===== config.mk =====
export PLATFORM = sky130hd
export DESIGN_NAME = bl_src_sel
export DESIGN_NICKNAME = d
export VERILOG_FILES = /design/src/rtl/bl_pkg.sv /design/src/rtl/bl_regs.sv /design/src/rtl/bl_pin_meter.sv /design/src/rtl/bl_pwm_gen.sv /design/src/rtl/bl_src_sel.sv
export SDC_FILE = /design/constraint.sdc
export NUM_CORES = 2
export LEC_CHECK = 0
export ABC_AREA = 1
export BUFFER_PORTS_ARGS = -buffer_cell sky130_fd_sc_hd__clkbuf_2
export CORE_UTILIZATION = 50
export DETAILED_ROUTE_END_ITERATION = 10
export PLACE_DENSITY_LB_ADDON = 0.25
export SLEW_MARGIN = 20
export SYNTH_ARGS = -nofsm -noshare
export SYNTH_HDL_FRONTEND = slang
export SYNTH_SLANG_ARGS = --single-unit

===== constraint.sdc =====
create_clock -name clk -period 5.7 [get_ports clk]
set_clock_uncertainty 0.2 [all_clocks]
set_input_delay 0.57 -clock clk [delete_from_list [all_inputs] [get_ports clk]]
set_output_delay 0.57 -clock clk [all_outputs]
set_load 0.005 [all_outputs]

===== src/rtl/bl_pkg.sv =====
package bl_pkg;
  localparam int AW = 12;

  typedef enum logic [1:0] {
    BM_PIN    = 2'b00,
    BM_PRESET = 2'b01,
    BM_LEVEL  = 2'b10,
    BM_PROD   = 2'b11
  } bmode_t;

  localparam logic [AW-1:0] A_CTRL  = 12'h01A;
  localparam logic [AW-1:0] A_MODE  = 12'h040;
  localparam logic [AW-1:0] A_LEVEL = 12'h041;
  localparam logic [AW-1:0] A_FSEL  = 12'h042;
  localparam logic [AW-1:0] A_FPER  = 12'h043;
  localparam logic [AW-1:0] A_TOUT  = 12'h044;
endpackage


===== src/rtl/bl_regs.sv =====
module bl_regs
  import bl_pkg::*;
#(
  parameter int W = 16,
  parameter logic [W-1:0] RST_PERIOD = 16'd200,
  parameter logic [W-1:0] RST_TOUT = 16'd4000
) (
  input  logic          clk,
  input  logic          rst_n,
  input  logic          wr_en,
  input  logic [AW-1:0] wr_addr,
  input  logic [W-1:0]  wr_data,
  input  logic [3:0]    cap_mode,
  output logic          ctrl_on,
  output bmode_t        mode,
  output logic [W-1:0]  level,
  output logic [1:0]    fsel,
  output logic [W-1:0]  fper,
  output logic [W-1:0]  tout
);
  logic         ctrl_q, ctrl_d;
  bmode_t       mode_q, mode_d;
  logic [W-1:0] level_q, level_d;
  logic [1:0]   fsel_q, fsel_d;
  logic [W-1:0] fper_q, fper_d;
  logic [W-1:0] tout_q, tout_d;

  always_comb begin
    ctrl_d  = ctrl_q;
    mode_d  = mode_q;
    level_d = level_q;
    fsel_d  = fsel_q;
    fper_d  = fper_q;
    tout_d  = tout_q;
    if (wr_en) begin
      case (wr_addr)
        A_CTRL:  ctrl_d = wr_data[0];
        A_MODE:  if (cap_mode[wr_data[1:0]]) mode_d = bmode_t'(wr_data[1:0]);
        A_LEVEL: level_d = wr_data;
        A_FSEL:  fsel_d = wr_data[1:0];
        A_FPER:  fper_d = wr_data;
        A_TOUT:  tout_d = wr_data;
        default: ;
      endcase
    end
  end

  always_ff @(posedge clk or negedge rst_n) begin
    if (!rst_n) begin
      ctrl_q  <= 1'b0;
      mode_q  <= BM_PRESET;
      level_q <= '0;
      fsel_q  <= '0;
      fper_q  <= RST_PERIOD;
      tout_q  <= RST_TOUT;
    end else begin
      ctrl_q  <= ctrl_d;
      mode_q  <= mode_d;
      level_q <= level_d;
      fsel_q  <= fsel_d;
      fper_q  <= fper_d;
      tout_q  <= tout_d;
    end
  end

  assign ctrl_on = ctrl_q;
  assign mode    = mode_q;
  assign level   = level_q;
  assign fsel    = fsel_q;
  assign fper    = fper_q;
  assign tout    = tout_q;

  // a change of the stored mode only ever lands on a capable mode
  assert_mode_capable_R6: assert property (@(posedge clk) disable iff (!rst_n)
    !$stable(mode_q) |-> cap_mode[mode_q]);
endmodule


===== src/rtl/bl_pin_meter.sv =====
module bl_pin_meter #(
  parameter int W = 16
) (
  input  logic         clk,
  input  logic         rst_n,
  input  logic         pin_raw,
  input  logic [W-1:0] tout,
  output logic [W-1:0] duty,
  output logic [W-1:0] period,
  output logic         valid
);
  localparam int SW = $clog2(W + 1);
  localparam logic [W-1:0] MAXV = '1;

  logic s1_q, s2_q, s3_q;
  logic rise, edg, stale;
  logic [W-1:0] per_q, per_d, hi_q, hi_d, idle_q, idle_d, per_p1;
  logic armed_q, armed_d;
  logic busy_q, busy_d;
  logic [SW-1:0] step_q, step_d;
  logic [W:0] rem_q, rem_d, rem2;
  logic [W-1:0] quo_q, quo_d, dvs_q, dvs_d;
  logic [W-1:0] duty_q, duty_d, mper_q, mper_d;
  logic valid_q, valid_d;
  logic ge;

  always_ff @(posedge clk or negedge rst_n) begin
    if (!rst_n) begin
      s1_q <= 1'b0;
      s2_q <= 1'b0;
      s3_q <= 1'b0;
    end else begin
      s1_q <= pin_raw;
      s2_q <= s1_q;
      s3_q <= s2_q;
    end
  end

  always_comb begin
    rise   = s2_q & ~s3_q;
    edg    = s2_q ^ s3_q;
    stale  = (idle_q >= tout);
    per_p1 = (per_q == MAXV) ? MAXV : per_q + 1'b1;
    idle_d = edg ? '0 : ((idle_q == MAXV) ? idle_q : idle_q + 1'b1);
    per_d  = rise ? '0 : per_p1;
    if (rise)                      hi_d = {{(W-1){1'b0}}, 1'b1};
    else if (s2_q && hi_q != MAXV) hi_d = hi_q + 1'b1;
    else                           hi_d = hi_q;
    armed_d = rise ? 1'b1 : (stale ? 1'b0 : armed_q);

    rem2    = {rem_q[W-1:0], 1'b0};
    ge      = (rem2 >= {1'b0, dvs_q});
    busy_d  = busy_q;
    step_d  = step_q;
    rem_d   = rem_q;
    quo_d   = quo_q;
    dvs_d   = dvs_q;
    duty_d  = duty_q;
    mper_d  = mper_q;
    valid_d = valid_q;

    if (stale) begin
      duty_d  = '0;
      valid_d = 1'b0;
      busy_d  = 1'b0;
    end else if (rise && armed_q && !busy_q) begin
      mper_d  = per_p1;
      valid_d = 1'b1;
      if (hi_q >= per_p1) begin
        duty_d = MAXV;
      end else begin
        busy_d = 1'b1;
        step_d = SW'(W);
        rem_d  = {1'b0, hi_q};
        quo_d  = '0;
        dvs_d  = per_p1;
      end
    end else if (busy_q) begin
      rem_d  = ge ? (rem2 - {1'b0, dvs_q}) : rem2;
      quo_d  = {quo_q[W-2:0], ge};
      step_d = step_q - 1'b1;
      if (step_q == SW'(1)) begin
        busy_d = 1'b0;
        duty_d = quo_d;
      end
    end
  end

  always_ff @(posedge clk or negedge rst_n) begin
    if (!rst_n) begin
      per_q   <= '0;
      hi_q    <= '0;
      idle_q  <= '0;
      armed_q <= 1'b0;
      busy_q  <= 1'b0;
      step_q  <= '0;
      rem_q   <= '0;
      quo_q   <= '0;
      dvs_q   <= '0;
      duty_q  <= '0;
      mper_q  <= '0;
      valid_q <= 1'b0;
    end else begin
      per_q   <= per_d;
      hi_q    <= hi_d;
      idle_q  <= idle_d;
      armed_q <= armed_d;
      busy_q  <= busy_d;
      step_q  <= step_d;
      rem_q   <= rem_d;
      quo_q   <= quo_d;
      dvs_q   <= dvs_d;
      duty_q  <= duty_d;
      mper_q  <= mper_d;
      valid_q <= valid_d;
    end
  end

  assign duty   = duty_q;
  assign period = mper_q;
  assign valid  = valid_q;

  // an idle pin beyond the timeout clears the measured duty and validity
  assert_stale_zero_R12: assert property (@(posedge clk) disable iff (!rst_n)
    stale |=> (duty_q == '0 && !valid_q));
endmodule


===== src/rtl/bl_pwm_gen.sv =====
module bl_pwm_gen #(
  parameter int W = 16,
  parameter logic [W-1:0] RST_PERIOD = 16'd200
) (
  input  logic         clk,
  input  logic         rst_n,
  input  logic         en,
  input  logic [W-1:0] duty,
  input  logic [W-1:0] period,
  output logic         pwm
);
  logic [W-1:0]   cnt_q, cnt_d, perl_q, perl_d, thr_q, thr_d;
  logic [2*W-1:0] prod;
  logic           wrap;
  logic           pwm_q, pwm_d;

  always_comb begin
    prod   = {{W{1'b0}}, duty} * {{W{1'b0}}, period};
    wrap   = (cnt_q >= perl_q - 1'b1);
    cnt_d  = wrap ? '0 : cnt_q + 1'b1;
    perl_d = wrap ? period : perl_q;
    thr_d  = wrap ? prod[2*W-1:W] : thr_q;
    pwm_d  = en && (cnt_q < thr_q);
  end

  always_ff @(posedge clk or negedge rst_n) begin
    if (!rst_n) begin
      cnt_q  <= '0;
      perl_q <= RST_PERIOD;
      thr_q  <= '0;
      pwm_q  <= 1'b0;
    end else begin
      cnt_q  <= cnt_d;
      perl_q <= perl_d;
      thr_q  <= thr_d;
      pwm_q  <= pwm_d;
    end
  end

  assign pwm = pwm_q;

  assert_pwm_off_R11: assert property (@(posedge clk) disable iff (!rst_n)
    !en |=> !pwm_q);
endmodule


===== src/rtl/bl_src_sel.sv =====
module bl_src_sel
  import bl_pkg::*;
#(
  parameter int W = 16,
  parameter logic [W-1:0] PRESET_DUTY = 16'h8000,
  parameter logic [W-1:0] PRESET_PERIOD = 16'd200,
  parameter logic [W-1:0] TOUT_DEF = 16'd4000
) (
  input  logic         clk,
  input  logic         rst_n,
  input  logic         wr_en,
  input  logic [11:0]  wr_addr,
  input  logic [W-1:0] wr_data,
  input  logic [3:0]   cap_mode,
  input  logic         cap_pin_freq,
  input  logic         cap_reg_freq,
  input  logic         bl_en_pin,
  input  logic         pwm_in,
  output logic         bl_enable,
  output logic [W-1:0] bl_duty,
  output logic [W-1:0] bl_period,
  output logic         bl_pwm
);
  logic           ctrl_on;
  bmode_t         mode, mode_eff;
  logic [W-1:0]   level, fper, tout;
  logic [1:0]     fsel;
  logic [W-1:0]   m_duty, m_period;
  logic           m_valid;
  logic [2*W-1:0] mix;
  logic [W-1:0]   duty_q, duty_d, per_q, per_d;
  logic           en_q, en_d;

  bl_regs #(.W(W), .RST_PERIOD(PRESET_PERIOD), .RST_TOUT(TOUT_DEF)) u_regs (
    .clk(clk), .rst_n(rst_n), .wr_en(wr_en), .wr_addr(wr_addr),
    .wr_data(wr_data), .cap_mode(cap_mode), .ctrl_on(ctrl_on), .mode(mode),
    .level(level), .fsel(fsel), .fper(fper), .tout(tout)
  );

  bl_pin_meter #(.W(W)) u_meter (
    .clk(clk), .rst_n(rst_n), .pin_raw(pwm_in), .tout(tout),
    .duty(m_duty), .period(m_period), .valid(m_valid)
  );

  always_comb begin
    mode_eff = cap_mode[mode] ? mode : BM_PRESET;
    mix      = {{W{1'b0}}, m_duty} * {{W{1'b0}}, level};
    case (mode_eff)
      BM_PIN:   duty_d = m_duty;
      BM_LEVEL: duty_d = level;
      BM_PROD:  duty_d = mix[2*W-1:W];
      default:  duty_d = PRESET_DUTY;
    endcase
    if (fsel[1] && cap_reg_freq && fper >= W'(2))
      per_d = fper;
    else if (fsel[0] && cap_pin_freq && m_valid && m_period >= W'(2))
      per_d = m_period;
    else
      per_d = PRESET_PERIOD;
    en_d = bl_en_pin | ctrl_on;
  end

  always_ff @(posedge clk or negedge rst_n) begin
    if (!rst_n) begin
      duty_q <= PRESET_DUTY;
      per_q  <= PRESET_PERIOD;
      en_q   <= 1'b0;
    end else begin
      duty_q <= duty_d;
      per_q  <= per_d;
      en_q   <= en_d;
    end
  end

  bl_pwm_gen #(.W(W), .RST_PERIOD(PRESET_PERIOD)) u_pwm (
    .clk(clk), .rst_n(rst_n), .en(en_q), .duty(duty_q), .period(per_q),
    .pwm(bl_pwm)
  );

  assign bl_enable = en_q;
  assign bl_duty   = duty_q;
  assign bl_period = per_q;

  assert_period_min_R8: assert property (@(posedge clk) disable iff (!rst_n)
    bl_period >= W'(2));
  assert_preset_duty_R3: assert property (@(posedge clk) disable iff (!rst_n)
    (mode_eff == BM_PRESET) |=> (bl_duty == PRESET_DUTY));
endmodule


# Yosys cells after proc, flatten, opt, wreduce, memory -nomap -nowiden
# Cells that the tools add are included.
[word_totals] ff_bits=273 latchBits=0 mem_bits_rw=0 rom_bits=0 inputBits=39 output_inout_bits=34 elab_cells=134 mem_count=0
[classes] addsub=7 n_mul=2 div=0 magnitude_cmp=9 n_eq_ne=16 n_shift=0 n_mux=39 bitwise_logic=6 reduce_logical=27
[op_table] operator="two-way mux 16 bit" count=18
[op_table] operator="adder 16 x 1 -> 16 bit, second input constant" count=4
[op_table] operator="multiplier 16 x 16 -> 32 bit" count=2
[op_table] operator="equality test 12 x 7 -> 1 bit, second input constant" count=5
[op_table] operator="greater-or-equal comparator 16 bit" count=3
[op_table] operator="one-hot mux 16 bit (3 select lines)" count=1
[op_table] operator="two-way mux 15 bit" count=3
[op_table] operator="equality test 16 bit, second input constant" count=2
[op_table] operator="greater-or-equal comparator 16 x 2 -> 1 bit, second input constant" count=2
[op_table] operator="greater-or-equal comparator 17 x 16 -> 1 bit" count=1
[op_table] operator="< comparator 16 bit" count=1
[op_table] operator="!= test 16 bit, second input constant" count=1
[op_table] operator="subtractor 16 x 1 -> 16 bit, second input constant" count=1
[op_table] operator="subtractor 16 bit" count=1
[op_table] operator="two-way mux 5 bit" count=3
[op_table] operator="equality test 12 x 5 -> 1 bit, second input constant" count=1
[op_table] operator="AND reduction 2 bit" count=6
[op_table] operator="AND reduction 3 bit" count=4
[op_table] operator="two-way mux 1 bit" count=11
[op_table] operator="logical AND 1 bit" count=9
[op_table] operator="nonzero test 2 bit" count=4
[op_table] operator="< comparator 2 x 3 -> 1 bit, second input constant" count=2
[op_table] operator="!= test 3 x 2 -> 1 bit, second input constant" count=2
[op_table] operator="nonzero test 3 bit" count=2
[op_table] operator="13 further kinds" count=17

# Longest topological paths before layout
[depth] ltp_word=6 depth_mapped=27 mapped_depth_nobuf=26

# Cells and area by module
# A second synthesis with hierarchy kept.
[unflattened] hier_cells=4408 area_unflattened_um2=33234.4
[by_module_without_submodules] mod="bl_pwm_gen" instances=1 cells_each=1612 area_per_inst_um2=12021.5 seq_area_each_um2=1229.9
[by_module_without_submodules] mod="bl_src_sel" instances=1 cells_each=1417 area_per_inst_um2=10433.8 seq_area_each_um2=830.8
[by_module_without_submodules] mod="bl_pin_meter" instances=1 cells_each=1102 area_per_inst_um2=8378.0 seq_area_each_um2=3453.3
[by_module_without_submodules] mod="bl_regs" instances=1 cells_each=277 area_per_inst_um2=2401.1 seq_area_each_um2=1338.8

# Least setup slack after synthesis
# OpenSTA, ideal clock, no wires.
[synth_path] path_kind="flip-flop to flip-flop" startpoint="reg per_q[3], in the netlist bl_period[3]" endpoint="reg u_pwm.thr_q[13]" setup_time_ns=0.117 t_arrival_ns=5.405 required_time_ns=5.383 setup_slack_ns=-0.022 stages_incl_launch_ff=24 path_buffers=2 synth_period_minus_slack_ns=5.722 path_cell_list="dfstp_2 > clkbuf_1 > clkbuf_1 > nand2_1 > fa_1 > inv_1 > fa_1 > inv_1 > fa_1 > inv_1 > fa_1 > inv_1 > fa_1 > inv_1 > fa_1 > ha_1 > a21oi_1 > o21ai_0 > a21oi_1 > inv_1 > a21oi_1 > nand3_1 > nand3_1 > nand2_1"
[synth_between] elab_chain_len=1
[synth_lines] element="from (decl)" line_no="bl_src_sel.sv:31" rtl="logic [W-1:0] duty_q, duty_d, per_q, per_d;"
[synth_lines] element="from (signal assigned)" line_no="bl_src_sel.sv:70" rtl="per_q <= per_d;"
[synth_lines] element="multiplier 16 x 16 -> 32 bit" line_no="bl_pwm_gen.sv:18" rtl="prod = {{W{1'b0}}, duty} * {{W{1'b0}}, period};"
[synth_lines] element="to (signal assigned)" line_no="bl_pwm_gen.sv:35" rtl="thr_q <= thr_d;"
[synth_lines] element="to (decl)" line_no="bl_pwm_gen.sv:12" rtl="logic [W-1:0] cnt_q, cnt_d, perl_q, perl_d, thr_q, thr_d;"
# No other way between the ends.
# A chain may end at the register's enable or synchronous reset.

# Worst setup path after layout
[layout_path] startpoint="reg duty_q[11], in the netlist bl_duty[11]" endpoint="reg u_pwm.thr_q[6]"
[layout_between] elab_chain_len=1
[layout_lines] element="from (decl)" line_no="bl_src_sel.sv:31"
[layout_lines] element="from (signal assigned)" line_no="bl_src_sel.sv:69" rtl="duty_q <= duty_d;"
[layout_lines] element="multiplier 16 x 16 -> 32 bit" line_no="bl_pwm_gen.sv:18"
# No other way between the ends.

==> key figures <==
Power and ir drop
  – Pleak: 20.1 nW
  – VDD IR max: 0.371 mV
  – Power Density: 197 nW/um^2

Routing
  – Final WL: 88300 um
  – Iter 0 DRT Violations: 1899
  – Antenna Nets Post-Route: 0
  – # DRC: 0
  – First-pass DRT Iterations: 5
  – DR WL/cell: 16.6 um
  – Routed vias: 27600
  – Vias per inst: 5.20

Synth
  – Post-synthesis register bit count: 273
  – Yosys cell types: 56
  – Async set-reset flop share out of synthesis: 100%
  – Net Count, Synth: 5025
  – Sequential area share after synthesis: 21.0%
  – Area leader, netlist: fa_1
  – Top cell type's share of synthesized area: 23.7%
  – Synth cell count leaders: nand2_1, inv_1, fa_1, ha_1, nor2_1
  – Syn. warnings: 0
  – Synth Flop Type: dfrtp_1
  – Cells after synthesis: 4310
  – EDFF count, synth: 0
  – Top cells by area, synth: fa_1, dfrtp_1, nand2_1, inv_1, ha_1
  – Mean Syn Cell Area: 7.57 sq um
  – Mapped cell area: 32600 sq um
  – Cell with the most instances after synthesis: nand2_1

Layout
  – Post-route cell area: 36900 sq um
  – Utilization after layout: 57.2%
  – Antenna fix cells: 0
  – Synth-to-Final Area Change: 13.1%
  – Layout cell share with drive strength beyond 1: 13.3%
  – Final nets: 5142

Placed design
  – DP Area: 34700 sq um
  – HPWL after DPL: 70800 um
  – Post-Place Setup Slack: -0.122 ns
  – Buffers on Ports: 72
  – Final GP Congestion: 0.945

Timing
  – Hold Vio Cnt, Final: 0
  – Slew HR: 24.9%
  – Slew at the pin closest to its max-slew limit: 1.12 ns
  – Period minus WS final: 5.58 ns
  – Max Freq: 179 MHz
  – Final slew viol count: 0
  – Fin crit share: 97.9%
  – WHS: 0.107 ns
  – Setup violations, final: 0
  – Setup ws final: 0.122 ns
  – RSZ-0062 raised after global routing: yes

Job
  – Max cap viols: 0

Floorplanning
  – IO Pins: 73
  – Die Ht: 257 um
  – Die Footprint: 66300 sq um
  – Core Footprint: 64500 sq um
  – Die Wd: 257 um
  – Initial Util: 50.6%
  – Num rows: 93

Setup path
  – Arr. time, crit path: 5.85 ns
  – Critical path type: reg -> reg
  – CP Capture Type: flop
  – Crit start category: flop
  – Worst-path maximum fanout: 10
  – Worst endpoint required time: 5.97 ns

Min path
  – Min-Delay Path Class: in -> reg

Clock tree
  – # clock sinks: 273
  – TritonCTS clock tree: built
  – Root buf cell: clkbuf_16
  – Inserted Clock Buffers: 31
  – Worst skew pair latency: 0.61 ns
  – H-Tree Depth: 1
  – CTS clock-pin slew for the worst setup and hold paths: 0.07 ns
  – Max clock buf depth: 3

Global route
  – First-pass GRT wire length: 143000 um
  – Tot GR Track Use: 26.8%
  – Initial antenna violation count: 0
  – Global route total overflow: 0
  – Largest net degree at the start of global routing: 124
  – Vias in the first global route: 27000

Outcome
  – Status: finished, final reports clean
## layout by cell type (no fill, tap or decap), types with 124 or more instances in the layout
cell type     n
ha_1        266
a21oi_1     124
dfrtp_1     220
nand3_1     147
buf_4       173
o21ai_0     176
nor2_1      232
inv_1       974
fa_1        377
nand2_1    1069
## worst max-delay path: stages, from the launching register on
cell	delay [ns]
dfrtp_2	0.50
buf_4	0.25
nand2_1	0.12
fa_1	0.57
fa_1	0.45
fa_1	0.54
inv_1	0.05
fa_1	0.45
fa_1	0.51
fa_1	0.42
ha_2	0.40
nand2_1	0.11
inv_1	0.08
nand2_2	0.11
nor2_2	0.16
nand4_1	0.15
nand3_1	0.11
nand2_1	0.05
nand3_1	0.09
o21ai_0	0.09
## final timing paths
path | from | to | slack (ns) | cells after the start
max in group asynchronous | rst_n | u_pwm.thr_q[5] | 3.52 | 3
min in group asynchronous | rst_n | u_meter.rem_q[5] | 0.40 | 2
setup reg to reg | bl_duty[11] | u_pwm.thr_q[6] | 0.12 | 19
setup / recovery | bl_duty[11] | u_pwm.thr_q[6] | 0.12 | 19
hold / removal | wr_data[9] | u_regs.fper[9] | 0.11 | 3
hold reg to reg | u_meter.s1_q | u_meter.s2_q | 0.16 | 0
## logic make-up (layout without fill, tap and decap cells)
kind of cell / after synthesis / in the layout / synth area share (%)
buf+inv: 1177 / 1319 / 13.8
xor+xnor: 46 / 46 / 1.23
simple gates: 1689 / 1689 / 21.6
fa+ha+maj: 676 / 676 / 34.8
flops: 273 / 273 / 21.0
compound gates: 449 / 449 / 7.51
## registers in the layout, summed over array words and instances, names as in the netlist, 2 cells and up
register	flops
u_pwm.thr_q	16
u_regs.fsel	2
u_pwm.perl_q	16
u_meter.quo_q	15
u_meter.rem_q	16
u_regs.level	16
u_meter.per_q	16
bl_duty	16
u_pwm.cnt_q	16
u_meter.period	16
u_meter.step_q	5
u_meter.idle_q	16
u_regs.fper	16
u_meter.duty	16
bl_period	16
u_meter.hi_q	16
u_regs.mode	2
u_meter.dvs_q	16
u_regs.tout	16
## layer usage
metal | vias to the layer above | GRT usage, % | share of wire (%)
met5 | - | 0 | 0
met4 | 0 | 7.41 | 3.4
met3 | 154 | 3.30 | 5.9
met2 | 783 | 44.0 | 46
met1 | 13400 | 37.3 | 44
li1 | 13200 | - | -
## timing repair
action                                  4_1_cts  5_1_grt
buffers inserted                              2       22
pin swaps                                     1       49
hold buffers                                  3        0
gates resized for setup                      23      220
endpoints found under the setup margin       19       32
endpoints found under the hold margin       112        0
## cell type report
type                            instances  area, sq um
Tap cell                              855         1070
Sequential cell                       273         6900
Clock inverter                         21          330
Fill cell                            5927        27600
Inverter                              993         3730
Clock buffer                           37          838
Timing Repair Buffer                  268         2040
Multi-Input combinational cell       2860        22000
## through the flow
stage                     instances  power, W  TNS [ns]
after floorplan                4310   0.00400         0
after global placement         5222   0.00479    -0.182
after detailed placement       5222   0.00482    -0.854
after CTS                      5285   0.00714         0
after global routing           5307   0.00769    -0.814
final                          5307   0.00726         0
## where the power goes
| part | switching [W] | leakage, nW | internal [W] |
|---|---|---|---|
| logic | 0.00170 | 15.9 | 0.000972 |
| registers | 0.000213 | 3.62 | 0.00209 |
| clock network | 0.000908 | 0.570 | 0.00138 |
| total | 0.00282 | 20.1 | 0.00445 |
Power figures use the tool's default switching activity.
